--- src/rtl/strobe_csr_pkg.sv ---
package strobe_csr_pkg;

    localparam int CSR_W = 16;
    localparam int OFS_W = 6;
    localparam int SEL_W = $clog2(CSR_W);

    // bit positions
    localparam int B_SWI_HI   = 4;
    localparam int B_SWI_LO   = 5;
    localparam int B_TICK     = 6;
    localparam int B_FLT_MASK = 7;
    localparam int B_TMR_MASK = 8;
    localparam int B_MOTOR    = 9;
    localparam int B_LAMP     = 11;
    localparam int B_MISALIGN = 12;
    localparam int B_PARITY   = 14;
    localparam int B_BUS_TMO  = 15;
    localparam int IRQ_LINES  = 4;

    typedef enum logic [1:0] {
        ACT_NONE,
        ACT_SET,
        ACT_CLR,
        ACT_SYSRST
    } act_e;

    typedef struct packed {
        act_e             act;
        logic [SEL_W-1:0] sel;
        logic             reload;
    } cmd_t;

    typedef enum logic [1:0] {
        KIND_LATCH,
        KIND_LEVEL,
        KIND_ZERO
    } kind_e;

    function automatic kind_e bit_kind(input int idx);
        if (idx < IRQ_LINES) return KIND_LEVEL;
        if (idx == 10 || idx == 13) return KIND_ZERO;
        return KIND_LATCH;
    endfunction

    function automatic cmd_t mk(input act_e a, input int b, input logic rl);
        cmd_t c;
        c.act    = a;
        c.sel    = SEL_W'(b);
        c.reload = rl;
        return c;
    endfunction

    // Slot = offset[5:2]; a strobe counts only when offset[1:0] == 2'b11.
    function automatic cmd_t decode_ofs(input logic [OFS_W-1:0] ofs);
        cmd_t c;
        c = mk(ACT_NONE, 0, 1'b0);
        if (ofs[1:0] == 2'b11) begin
            case (ofs[5:2])
                4'd0:  c = mk(ACT_CLR,    B_BUS_TMO,  1'b0);
                4'd1:  c = mk(ACT_CLR,    B_PARITY,   1'b0);
                4'd2:  c = mk(ACT_SYSRST, 0,          1'b0);
                4'd3:  c = mk(ACT_CLR,    B_MISALIGN, 1'b0);
                4'd4:  c = mk(ACT_SET,    B_LAMP,     1'b0);
                4'd5:  c = mk(ACT_CLR,    B_LAMP,     1'b0);
                4'd6:  c = mk(ACT_SET,    B_MOTOR,    1'b0);
                4'd7:  c = mk(ACT_CLR,    B_MOTOR,    1'b0);
                4'd8:  c = mk(ACT_SET,    B_TMR_MASK, 1'b0);
                4'd9:  c = mk(ACT_CLR,    B_TMR_MASK, 1'b1);
                4'd10: c = mk(ACT_SET,    B_FLT_MASK, 1'b0);
                4'd11: c = mk(ACT_CLR,    B_FLT_MASK, 1'b0);
                4'd12: c = mk(ACT_SET,    B_SWI_HI,   1'b0);
                4'd13: c = mk(ACT_CLR,    B_SWI_HI,   1'b0);
                4'd14: c = mk(ACT_SET,    B_SWI_LO,   1'b0);
                default: c = mk(ACT_CLR,  B_SWI_LO,   1'b0);
            endcase
        end
        return c;
    endfunction

endpackage

--- src/rtl/strobe_csr_dec.sv ---
module strobe_csr_dec
    import strobe_csr_pkg::*;
(
    input  logic             wr_stb,
    input  logic [OFS_W-1:0] wr_ofs,
    output logic [CSR_W-1:0] sw_set,
    output logic [CSR_W-1:0] sw_clr,
    output logic             rst_hit,
    output logic             reload_hit
);
    cmd_t cmd;

    always_comb begin
        cmd        = decode_ofs(wr_ofs);
        sw_set     = '0;
        sw_clr     = '0;
        rst_hit    = 1'b0;
        reload_hit = 1'b0;
        if (wr_stb) begin
            unique case (cmd.act)
                ACT_SET:    sw_set[cmd.sel] = 1'b1;
                ACT_CLR:    sw_clr[cmd.sel] = 1'b1;
                ACT_SYSRST: rst_hit         = 1'b1;
                default:    ;
            endcase
            reload_hit = cmd.reload;
        end
    end
endmodule

--- src/rtl/strobe_csr_cell.sv ---
module strobe_csr_cell
    import strobe_csr_pkg::*;
#(
    parameter kind_e KIND = KIND_LATCH
) (
    input  logic clk,
    input  logic rst,
    input  logic set,
    input  logic clr,
    input  logic lvl,
    output logic q
);
    generate
        if (KIND == KIND_LATCH) begin : g_latch
            logic unused_lvl;
            assign unused_lvl = lvl;
            always_ff @(posedge clk) begin
                if (rst)      q <= 1'b0;
                else if (set) q <= 1'b1;   // set has priority over clear
                else if (clr) q <= 1'b0;
            end
        end else if (KIND == KIND_LEVEL) begin : g_level
            logic unused_sc;
            assign unused_sc = set ^ clr;
            always_ff @(posedge clk) begin
                if (rst) q <= 1'b0;
                else     q <= lvl;
            end
        end else begin : g_zero
            logic unused_all;
            assign unused_all = set ^ clr ^ lvl ^ clk ^ rst;
            assign q = 1'b0;
        end
    endgenerate
endmodule

--- src/rtl/strobe_csr_rdmux.sv ---
module strobe_csr_rdmux
    import strobe_csr_pkg::*;
(
    input  logic [CSR_W-1:0] word,
    input  logic [OFS_W-1:0] rd_ofs,
    input  logic             rd_byte,
    output logic [CSR_W-1:0] rd_data
);
    localparam int HALF = CSR_W / 2;

    always_comb begin
        rd_data = '0;
        if (rd_ofs == OFS_W'(2)) begin
            rd_data = rd_byte ? {{HALF{1'b0}}, word[CSR_W-1:HALF]} : word;
        end else if (rd_ofs == OFS_W'(3)) begin
            rd_data = {{HALF{1'b0}}, word[HALF-1:0]};
        end
    end
endmodule

--- src/rtl/strobe_csr.sv ---
module strobe_csr
    import strobe_csr_pkg::*;
#(
    parameter int NTMR = 3
) (
    input  logic                   clk,
    input  logic                   rst,
    input  logic                   wr_stb,
    input  logic [OFS_W-1:0]       wr_ofs,
    input  logic [OFS_W-1:0]       rd_ofs,
    input  logic                   rd_byte,
    output logic [CSR_W-1:0]       rd_data,
    input  logic [IRQ_LINES-1:0]   dev_irq,
    input  logic                   bus_tmo_evt,
    input  logic                   parity_evt,
    input  logic                   misalign_evt,
    input  logic                   tick_evt,
    input  logic                   tick_ack,
    input  logic [NTMR-1:0]        tmr_active,
    output logic [CSR_W-1:0]       csr_q,
    output logic                   sys_rst_req,
    output logic [NTMR-1:0]        tmr_reload
);
    logic [CSR_W-1:0] sw_set, sw_clr, hw_set, hw_clr, lvl;
    logic             rst_hit, reload_hit;

    strobe_csr_dec u_dec (
        .wr_stb     (wr_stb),
        .wr_ofs     (wr_ofs),
        .sw_set     (sw_set),
        .sw_clr     (sw_clr),
        .rst_hit    (rst_hit),
        .reload_hit (reload_hit)
    );

    always_comb begin
        hw_set              = '0;
        hw_set[B_BUS_TMO]   = bus_tmo_evt;
        hw_set[B_PARITY]    = parity_evt;
        hw_set[B_MISALIGN]  = misalign_evt;
        hw_set[B_TICK]      = tick_evt;
        hw_clr              = '0;
        hw_clr[B_TICK]      = tick_ack;
        lvl                 = '0;
        lvl[IRQ_LINES-1:0]  = dev_irq;
    end

    genvar i;
    generate
        for (i = 0; i < CSR_W; i++) begin : g_bit
            strobe_csr_cell #(.KIND(bit_kind(i))) u_cell (
                .clk (clk),
                .rst (rst),
                .set (sw_set[i] | hw_set[i]),
                .clr (sw_clr[i] | hw_clr[i]),
                .lvl (lvl[i]),
                .q   (csr_q[i])
            );
        end
    endgenerate

    always_ff @(posedge clk) begin
        if (rst) begin
            sys_rst_req <= 1'b0;
            tmr_reload  <= '0;
        end else begin
            sys_rst_req <= rst_hit;
            tmr_reload  <= reload_hit ? tmr_active : '0;
        end
    end

    strobe_csr_rdmux u_rd (
        .word    (csr_q),
        .rd_ofs  (rd_ofs),
        .rd_byte (rd_byte),
        .rd_data (rd_data)
    );


    tmo_latch_chk: assert property (@(posedge clk) disable iff (rst)
        bus_tmo_evt |=> csr_q[B_BUS_TMO]);


    tick_set_wins_chk: assert property (@(posedge clk) disable iff (rst)
        (tick_evt && tick_ack) |=> csr_q[B_TICK]);


    rstreq_pulse_chk: assert property (@(posedge clk) disable iff (rst)
        (wr_stb && wr_ofs == 6'h0B) |=> sys_rst_req);


    lamp_set_chk: assert property (@(posedge clk) disable iff (rst)
        (wr_stb && wr_ofs == 6'h13) |=> csr_q[B_LAMP]);


    reload_mask_chk: assert property (@(posedge clk) disable iff (rst)
        (|tmr_reload) |-> !csr_q[B_TMR_MASK]);


    undef_stable_chk: assert property (@(posedge clk) disable iff (rst)
        (wr_stb && wr_ofs[1:0] != 2'b11) |=>
            ($stable(csr_q[11:7]) && $stable(csr_q[5:4]) && !sys_rst_req && tmr_reload == '0));


    spare_zero_chk: assert property (@(posedge clk) disable iff (rst)
        !csr_q[10] && !csr_q[13]);
endmodule

--- config.mk ---
export PLATFORM = sky130hd
export DESIGN_NAME = strobe_csr
export DESIGN_NICKNAME = d
export VERILOG_FILES = /design/src/rtl/strobe_csr_pkg.sv /design/src/rtl/strobe_csr_dec.sv /design/src/rtl/strobe_csr_cell.sv /design/src/rtl/strobe_csr_rdmux.sv /design/src/rtl/strobe_csr.sv
export SDC_FILE = /design/constraint.sdc
export NUM_CORES = 1
export LEC_CHECK = 0
export BUFFER_PORTS_ARGS = -buffer_cell sky130_fd_sc_hd__buf_2
export CELL_PAD_IN_SITES_DETAIL_PLACEMENT = 0
export CELL_PAD_IN_SITES_GLOBAL_PLACEMENT = 1
export CORE_MARGIN = 2
export CORE_UTILIZATION = 30
export CTS_CLUSTER_SIZE = 30
export DETAILED_ROUTE_END_ITERATION = 10
export PLACE_DENSITY_LB_ADDON = 0.1
export SETUP_SLACK_MARGIN = 0.15
export SLEW_MARGIN = 20
export SYNTH_ARGS = -nofsm -noshare
export SYNTH_HDL_FRONTEND = slang
export SYNTH_SLANG_ARGS = --single-unit
export TNS_END_PERCENT = 30
--- constraint.sdc ---
create_clock -name clk -period 3.4 [get_ports clk]
set_clock_uncertainty 0.15 [all_clocks]
set_input_delay 0.68 -clock clk [delete_from_list [all_inputs] [get_ports clk]]
set_output_delay 0.68 -clock clk [all_outputs]
set_load 0.01 [all_outputs]
==> results of run 1 <==
[path summary, 6_finish.rpt]
| path | to | cells after the start | from | slack (ns) |
|---|---|---|---|---|
| max | rd_data[1] | 5 | rd_ofs[0] | 0.98 |
| min | g_bit[5].u_cell.q | 2 | g_bit[5].u_cell.q | 0.35 |
| min reg2reg | g_bit[5].u_cell.q | 2 | g_bit[5].u_cell.q | 0.35 |
| max reg2reg | g_bit[8].u_cell.q | 2 | g_bit[8].u_cell.q | 2.54 |
[metrics by stage]
stage	worst slack [ns]	instance area (um^2)	hold slack [ns]
2_1_floorplan	1.32	982	0.313
3_3_place_gp	1.00	1180	0.337
3_5_place_dp	0.969	1180	0.338
4_1_cts	0.968	1220	0.354
5_1_grt	0.890	1220	0.390
6_report	0.975	1220	0.352
[worst min-delay path: stages (launching register included)]
cell and delay [ns]:
dfxtp_1 0.34, o21ai_0 0.07, a21oi_1 0.06
[metal layers]
layer	routed length [um]	global-route usage [%]	part of all wire [%]
met5	0	0	0
met4	15	5.59	0.63
met3	190	2.56	7.9
met2	1080	18.3	45
met1	1110	17.8	46
[power groups by stage]
stage	clock network (mW)	logic (mW)	registers (mW)
after floorplan	0	0.0398	0.226
after global placement	0	0.0577	0.227
after detailed placement	0	0.0585	0.227
after CTS	0.137	0.0588	0.222
after global routing	0.145	0.0644	0.223
final	0.132	0.0581	0.222
[area by class of cell]
| type | count | share of cell area (%) |
|---|---|---|
| repair buffers | 59 | 24.2 |
| flip-flops and latches | 18 | 29.5 |
| multi-input cells | 75 | 38.5 |
| inverters | 1 | 0.307 |
| clock buffers | 4 | 2.97 |
| well taps | 44 | 4.51 |
[logic make-up after synthesis]
kind of cell / Yosys count / share of synthesized area (%)
compound gates: 13 / 6.70
buf+inv: 22 / 15.6
flops: 18 / 37.1
mux: 6 / 6.19
other cells: 1 / 0.386
simple gates: 52 / 34.0
[state kept, by name, indices dropped and copies added (netlist names)]
name and cells:
sys_rst_req 1, tmr_reload 3, g_bit.u_cell.q 14
[cells in the final DEF, fill, tap and decap left out]
master,n
dfxtp_1,18
nand2_1,1
nor4b_1,2
or2_2,1
or3_1,6
inv_1,1
o21ai_0,6
nand4b_4,1
nor2_1,13
nor4_1,1
nand4_4,1
conb_1,4
nand3_1,1
or2_0,1
and3_1,9
and2_1,3
clkbuf_8,1
nor2b_1,4
buf_2,59
mux2i_1,6
nor3_1,4
nand2b_1,3
a21oi_1,7
clkbuf_4,3
nor4b_2,1
==> impl_metrics.json, run 1 <==
{
  "status": "finished, final reports clean",
  "critical_path_arrival_ns": 1.59,
  "p_seq_share_pct": 53.8,
  "tritoncts": "built",
  "fp.dieH_um": 60.9,
  "clock.fmax_mhz": 412,
  "yosys-top-cells-area": "dfxtp_1, buf_4, mux2i_1",
  "total_power_mw": 0.412,
  "p_per_area_nw_per_um2": 338,
  "crit_fanout": 8,
  "drv_cap": 0,
  "hold_viol_final": 0,
  "gp_congestion": 0.681,
  "initial_utilization_pct": 31.5,
  "layout.nets": 186,
  "cp-start-kind": "input port",
  "syn-cell-area_um2": 971,
  "syn_inst": 112,
  "crit_buf_inv": 2,
  "synth_top_flop_cell": "dfxtp_1",
  "ant_nets": 0,
  "die_w_um": 60.9,
  "gr-total-overflow": 0,
  "drtIter0Drc": 16,
  "final-setup-viol-count": 0,
  "antenna_found_initial": 0,
  "ctsHtreeMaxLevel": 1,
  "grt_pass1_wl_um": 3370,
  "period_share_pct": 71.3,
  "final_cells": 201,
  "grt_max_degree": 17,
  "synth-edff-count": 0,
  "hold_path_class": "reg -> reg",
  "coreArea_um2": 3080,
  "grt_usage_pct": 12.6,
  "dr.pass1.iters": 4,
  "drc": 0,
  "yosysTopAreaCell": "dfxtp_1",
  "swShare_pct": 25.1,
  "cts_buffers": 3,
  "internal_power_mw": 0.309,
  "first_global_vias": 727,
  "path_common_cell": "buf_2",
  "routed_wl_um": 2390,
  "vias_per_cell": 4.40,
  "n_antenna_cell": 0,
  "row_count": 20,
  "rsz0062_at_grt": "no",
  "postCtsSetupBuffers": 0,
  "leakage_nw": 0.655,
  "path_delay_family": "simple AND/OR/NAND/NOR gates",
  "final-max-slew-violation-count": 0,
  "nFillCells": 359,
  "clock_latency_ns": 0.28,
  "synthTopCellsByCount": "buf_4, dfxtp_1, nor2_1",
  "io-pin-count": 64,
  "synthArstFlopShare_pct": 0,
  "cts.sinks": 18,
  "wire_per_inst_um": 11.9,
  "die-area_um2": 3710,
  "switchingPower_mw": 0.104,
  "post_cts_resize_count": 0,
  "via_count": 885,
  "regArea_um2": 360,
  "synth_top_cell_area_share_pct": 37.1,
  "yosys_warnings": 0,
  "clockBufferDepth": 2,
  "finish.utilization_pct": 39.7,
  "required_ns": 2.57,
  "synth_cell_types": 25,
  "slowest_stage": "nand2b_1",
  "hpwlAfterDp_um": 1850,
  "multi_input_area_um2": 470,
  "critical_path_class": "in -> out",
  "area_delta_synth_final_pct": 25.8,
  "cp-end-kind": "output port",
  "numPortBuffers": 59,
  "peakVddDrop_v": 0.000179,
  "period_needed_ns": 2.42,
  "power.share.combinational_pct": 14.1,
  "synth.yosys.seq_area_share_pct": 37.1,
  "dp_cells": 197,
  "ys_ff_latch": 18,
  "synth.avg_cell_area_um2": 8.67,
  "path_clk_slew_ns": 0.11,
  "cp_slowest_stage_delay_ns": 0.39,
  "clkPwrFrac_pct": 32.1,
  "cts_hold_buffers": 0,
  "drive_gt1_share_pct": 42.7,
  "timing.setup.tns_ns": 0,
  "cp_cell_sequence": "buf_2 -> nand2b_1 -> mux2i_1 -> nor2_1 -> buf_2",
  "cts_root_buf": "clkbuf_4"
}
(Power assumes the default switching activity.)
==> inputs of run 2 (changes only) <==
CORE_UTILIZATION = 25   (was 30)
clock period = 2.2 ns   (was 3.4 ns; I/O delays follow)
==> impl_metrics.json, run 2 (synthesized netlist as in run 1, its figures left out) <==
{
  "status": "finished, final reports clean",
  "slowest_stage": "nand2b_1",
  "gr-total-overflow": 0,
  "rsz0062_at_grt": "no",
  "hold_viol_final": 0,
  "largest_reg_flops": 14,
  "period_share_pct": 86.6,
  "cp-start-kind": "input port",
  "n_antenna_cell": 0,
  "grt_max_degree": 17,
  "final-max-slew-violation-count": 0,
  "coreArea_um2": 3690,
  "use_met2_pct": 16.9,
  "clockBufferDepth": 2,
  "critical_path_arrival_ns": 1.32,
  "cp-end-kind": "output port",
  "ant_nets": 0,
  "first_global_vias": 733,
  "final-setup-viol-count": 0,
  "regArea_um2": 360,
  "leakage_nw": 0.663,
  "final_cell_mix": "buf_2, dfxtp_1, nor2_1, and3_1, a21oi_1",
  "fp.dieH_um": 66.3,
  "busiest_layer": "met2",
  "period_needed_ns": 1.91,
  "grt_usage_pct": 11.3,
  "gp_congestion": 0.675,
  "drv_cap": 0,
  "crit_fanout": 8,
  "setup_ws_ns": 0.294,
  "hold_path_startpoint": "tmr_active[1]",
  "top_regs": "g_bit.u_cell.q: 14 flops, tmr_reload: 3 flops, sys_rst_req: 1 flops",
  "r2r_cells": 2,
  "routed_wl_um": 2330,
  "hold_depth": 2,
  "grt_pass1_wl_um": 3700,
  "row_count": 22,
  "die-area_um2": 4400,
  "r2r_start": "g_bit[9].u_cell.q",
  "regMostFlops": "g_bit.u_cell.q",
  "grt_util_met1_pct": 14.9,
  "timing.setup.tns_ns": 0,
  "cts_root_buf": "clkbuf_8",
  "tritoncts": "built",
  "multi_input_area_um2": 470,
  "required_ns": 1.61,
  "post_cts_resize_count": 0,
  "place_ws_ns": 0.281,
  "numPortBuffers": 59,
  "r2r-end": "g_bit[9].u_cell.q",
  "die_w_um": 66.3,
  "min_to": "tmr_reload[1]",
  "clock.fmax_mhz": 525,
  "ctsHtreeMaxLevel": 1,
  "critical_path_class": "in -> out",
  "cp_slowest_stage_delay_ns": 0.36,
  "path_common_cell": "buf_2",
  "via_count": 868,
  "postCtsSetupBuffers": 0,
  "rrSetupSlack_ns": 1.34,
  "drive_gt1_share_pct": 42.7,
  "vias_per_cell": 4.23,
  "cts_buffers": 3,
  "area_delta_synth_final_pct": 28.2,
  "initial_utilization_pct": 26.3,
  "cts_hold_buffers": 0,
  "p_per_area_nw_per_um2": 562,
  "drc": 0,
  "layout_commonest_cell": "buf_2",
  "layout.nets": 186,
  "cts.sinks": 18,
  "nFillCells": 425,
  "cp_cell_sequence": "buf_2 -> nand2b_1 -> mux2i_1 -> nor2_1 -> buf_2",
  "hpwlAfterDp_um": 1860,
  "io-pin-count": 64,
  "dr.pass1.iters": 4,
  "wire_per_inst_um": 11.4,
  "drtIter0Drc": 38,
  "grt_use_met3_pct": 3.24,
  "clock_latency_ns": 0.25,
  "path_clk_slew_ns": 0.07,
  "antenna_found_initial": 0,
  "hold_path_class": "in -> reg",
  "peakVddDrop_v": 0.000169
}
## run 2: changes by cell type in the layout (fill, tap and decap cells not counted)
cell / previous run / this run
clkbuf_4: 3 / 0
clkbuf_8: 1 / 4
## run 2: area by class of cell
cell class / count / share of cell area [%]
clock buffers: 4 / 4.42
multi-input cells: 75 / 37.8
inverters: 1 / 0.302
well taps: 48 / 4.82
repair buffers: 59 / 23.7
flip-flops and latches: 18 / 28.9
## run 2: worst max-delay path, delay by kind of cell
| family | cells | cell delay, ns |
|---|---|---|
| AND/OR/NAND/NOR | 2 | 0.42 |
| buffers and inverters | 2 | 0.22 |
| multiplexers | 1 | 0.23 |
## run 2: report_power, final
group | switching [mW] | internal (mW) | total (mW)
Clock | 0.109 | 0.159 | 0.268
Combinational | 0.0486 | 0.0405 | 0.0891
Sequential | 0.00746 | 0.336 | 0.343
Total | 0.165 | 0.535 | 0.700
## run 2: worst max path at each step
stage	cells past startpoint	to	start
finish	5	rd_data[0]	rd_ofs[0]
global route	5	rd_data[4]	rd_ofs[0]
CTS	5	rd_data[1]	rd_ofs[0]
detailed placement	5	rd_data[1]	rd_ofs[0]
global placement	5	rd_data[1]	rd_ofs[0]
floorplan	4	rd_data[0]	rd_ofs[0]
## run 2: stage by stage
step / hold WS, ns / instance area (um^2) / util (%) / total power, mW / std cells
final: 0.238 / 1240 / 33.8 / 0.700 / 205
after global routing: 0.237 / 1240 / 33.8 / 0.748 / 205
after CTS: 0.238 / 1240 / 33.8 / 0.712 / 205
after detailed placement: 0.351 / 1190 / 32.3 / 0.441 / 201
after global placement: 0.344 / 1190 / 32.3 / 0.440 / 201
after floorplan: 0.313 / 982 / - / 0.410 / 115
## run 2: layer usage
layer / share of wire (%) / wire, um
met3: 9.0 / 210
met1: 46 / 1060
met5: 0 / 0
met2: 44 / 1020
met4: 1.5 / 34
==> inputs of run 3 (changes only) <==
CORE_MARGIN = default   (was 2)
CORE_UTILIZATION = 27   (was 25)
RECOVER_POWER = 25   (was default)
SYNTH_HIERARCHICAL = 1   (was default)
==> impl_metrics.json, run 3 <==
{
  "grt_pass1_wl_um": 4260,
  "antenna_found_initial": 0,
  "cts.sinks": 18,
  "gp_congestion": 0.768,
  "largest_reg_flops": 14,
  "cts_buffers": 3,
  "drtIter0Drc": 7,
  "tritoncts": "built",
  "yosys_warnings": 6,
  "cp_slowest_stage_delay_ns": 0.43,
  "cp_cell_sequence": "buf_6 -> nand2b_4 -> or4_4 -> buf_8 -> a21oi_2 -> buf_2",
  "hold_path_class": "in -> reg",
  "wl_met2_um": 1330,
  "fp.dieH_um": 65.9,
  "period_share_pct": 95.0,
  "row_count": 22,
  "initial_utilization_pct": 29.0,
  "maxUsedRoutingLayer": "met4",
  "syn-cell-area_um2": 1100,
  "synth.avg_cell_area_um2": 8.05,
  "area_delta_synth_final_pct": 36.9,
  "drive_gt1_share_pct": 45.5,
  "grt_usage_pct": 13.0,
  "peakVddDrop_v": 0.000228,
  "ant_nets": 0,
  "dr.pass1.iters": 4,
  "ctsHtreeMaxLevel": 1,
  "critical_path_class": "in -> out",
  "nFillCells": 435,
  "final_cells": 246,
  "hold_viol_final": 0,
  "clockBufferDepth": 2,
  "leakage_nw": 0.739,
  "rsz0062_at_grt": "yes",
  "first_global_vias": 1022,
  "top_regs": "g_bit.u_cell/q: 14 flops, tmr_reload: 3 flops, sys_rst_req: 1 flops",
  "drv_cap": 0,
  "gr-total-overflow": 0,
  "routed_wl_um": 2830,
  "clock.fmax_mhz": 479,
  "grt_max_degree": 19,
  "cp-end-kind": "output port",
  "holdWs_ns": 0.247,
  "die-area_um2": 4340,
  "timing.setup.tns_ns": 0,
  "slowest_stage": "or4_4",
  "status": "finished, final reports clean",
  "maxSlewHeadroom_pct": 13.5,
  "drc": 0,
  "wire_per_inst_um": 11.5,
  "critical_path_arrival_ns": 1.50,
  "n_antenna_cell": 0,
  "total_power_mw": 0.730,
  "drt-met1-wl_um": 1250,
  "tightest_slew_ns": 1.30,
  "p_per_area_nw_per_um2": 484,
  "dp_cells": 241,
  "via_count": 1067,
  "numPortBuffers": 59,
  "regMostFlops": "g_bit.u_cell/q",
  "hpwlAfterDp_um": 2250,
  "syn_inst": 137,
  "die_w_um": 65.9,
  "layout_commonest_cell": "buf_2",
  "crit_fanout": 8,
  "regArea_um2": 360,
  "required_ns": 1.61,
  "final_cell_mix": "buf_2, dfxtp_1, nor2_1, a21oi_2, nand2_1",
  "wl_met3_um": 227,
  "multi_input_area_um2": 652,
  "period_needed_ns": 2.09,
  "coreArea_um2": 3800,
  "final-setup-viol-count": 0,
  "final-max-slew-violation-count": 0,
  "vias_per_cell": 4.34,
  "setup_ws_ns": 0.111,
  "io-pin-count": 64,
  "cts_root_buf": "clkbuf_8",
  "cp-start-kind": "input port",
  "layout.nets": 227,
  "clock_latency_ns": 0.25,
  "place_ws_ns": 0.0665,
  "path_clk_slew_ns": 0.07
}
==> run 3: cell count changes in the layout (fill, tap and decap cells not counted), moves of 8 or more <==
cell,change
inv_1,+9
nand2b_1,+8
nand2_1,+15
a21oi_2,+16
==> run 3: layer usage <==
layer	track usage [%]	up-vias
met1	15.3	472
met2	23.3	41
met4	4.08	0
met3	2.59	2
li1	-	552
met5	0	-
==> run 3: timing repair <==
item | 4_1_cts | 5_1_grt
hold endpoints to repair | 0 | 0
hold buffers | 0 | 0
setup buffers | 1 | 0
endpoints found under the setup margin | 8 | 8
resized for setup | 6 | 0
==> run 3: area by class of cell <==
cell class / count / share of cell area (%)
sequential: 18 / 23.9
inverter: 10 / 2.49
clock buffer: 4 / 3.65
multi-input combinational: 103 / 43.2
timing repair buffer: 63 / 22.8
tap: 48 / 3.98
==> run 3: power breakdown <==
part | leakage (nW) | internal [mW] | switching, mW
logic | 0.563 | 0.0536 | 0.0595
registers | 0.148 | 0.336 | 0.00786
clock network | 0.0288 | 0.159 | 0.114
==> run 3: metrics by stage <==
step	cell area (um^2)	util, %
floorplan	1120	-
global placement	1420	37.5
detailed placement	1420	37.5
CTS	1520	40.0
global route	1510	39.7
finish	1510	39.7
==> run 3: worst paths after layout <==
check / cells after the start / to / slack [ns] / startpoint
worst max-delay path: 6 / rd_data[7] / 0.11 / rd_ofs[2]
worst min-delay path: 2 / g_bit[2].u_cell/q / 0.25 / dev_irq[2]
worst max register to register: 2 / g_bit[6].u_cell/q / 1.35 / g_bit[6].u_cell/q
worst min register to register: 2 / g_bit[7].u_cell/q / 0.37 / g_bit[7].u_cell/q
==> run 3: worst max-delay path: cells and delay by family <==
kind                   cells  cell delay (ns)
AOI/OAI and AO/OA          1             0.10
and+or+nand+nor            2             0.56
buffers and inverters      3             0.39
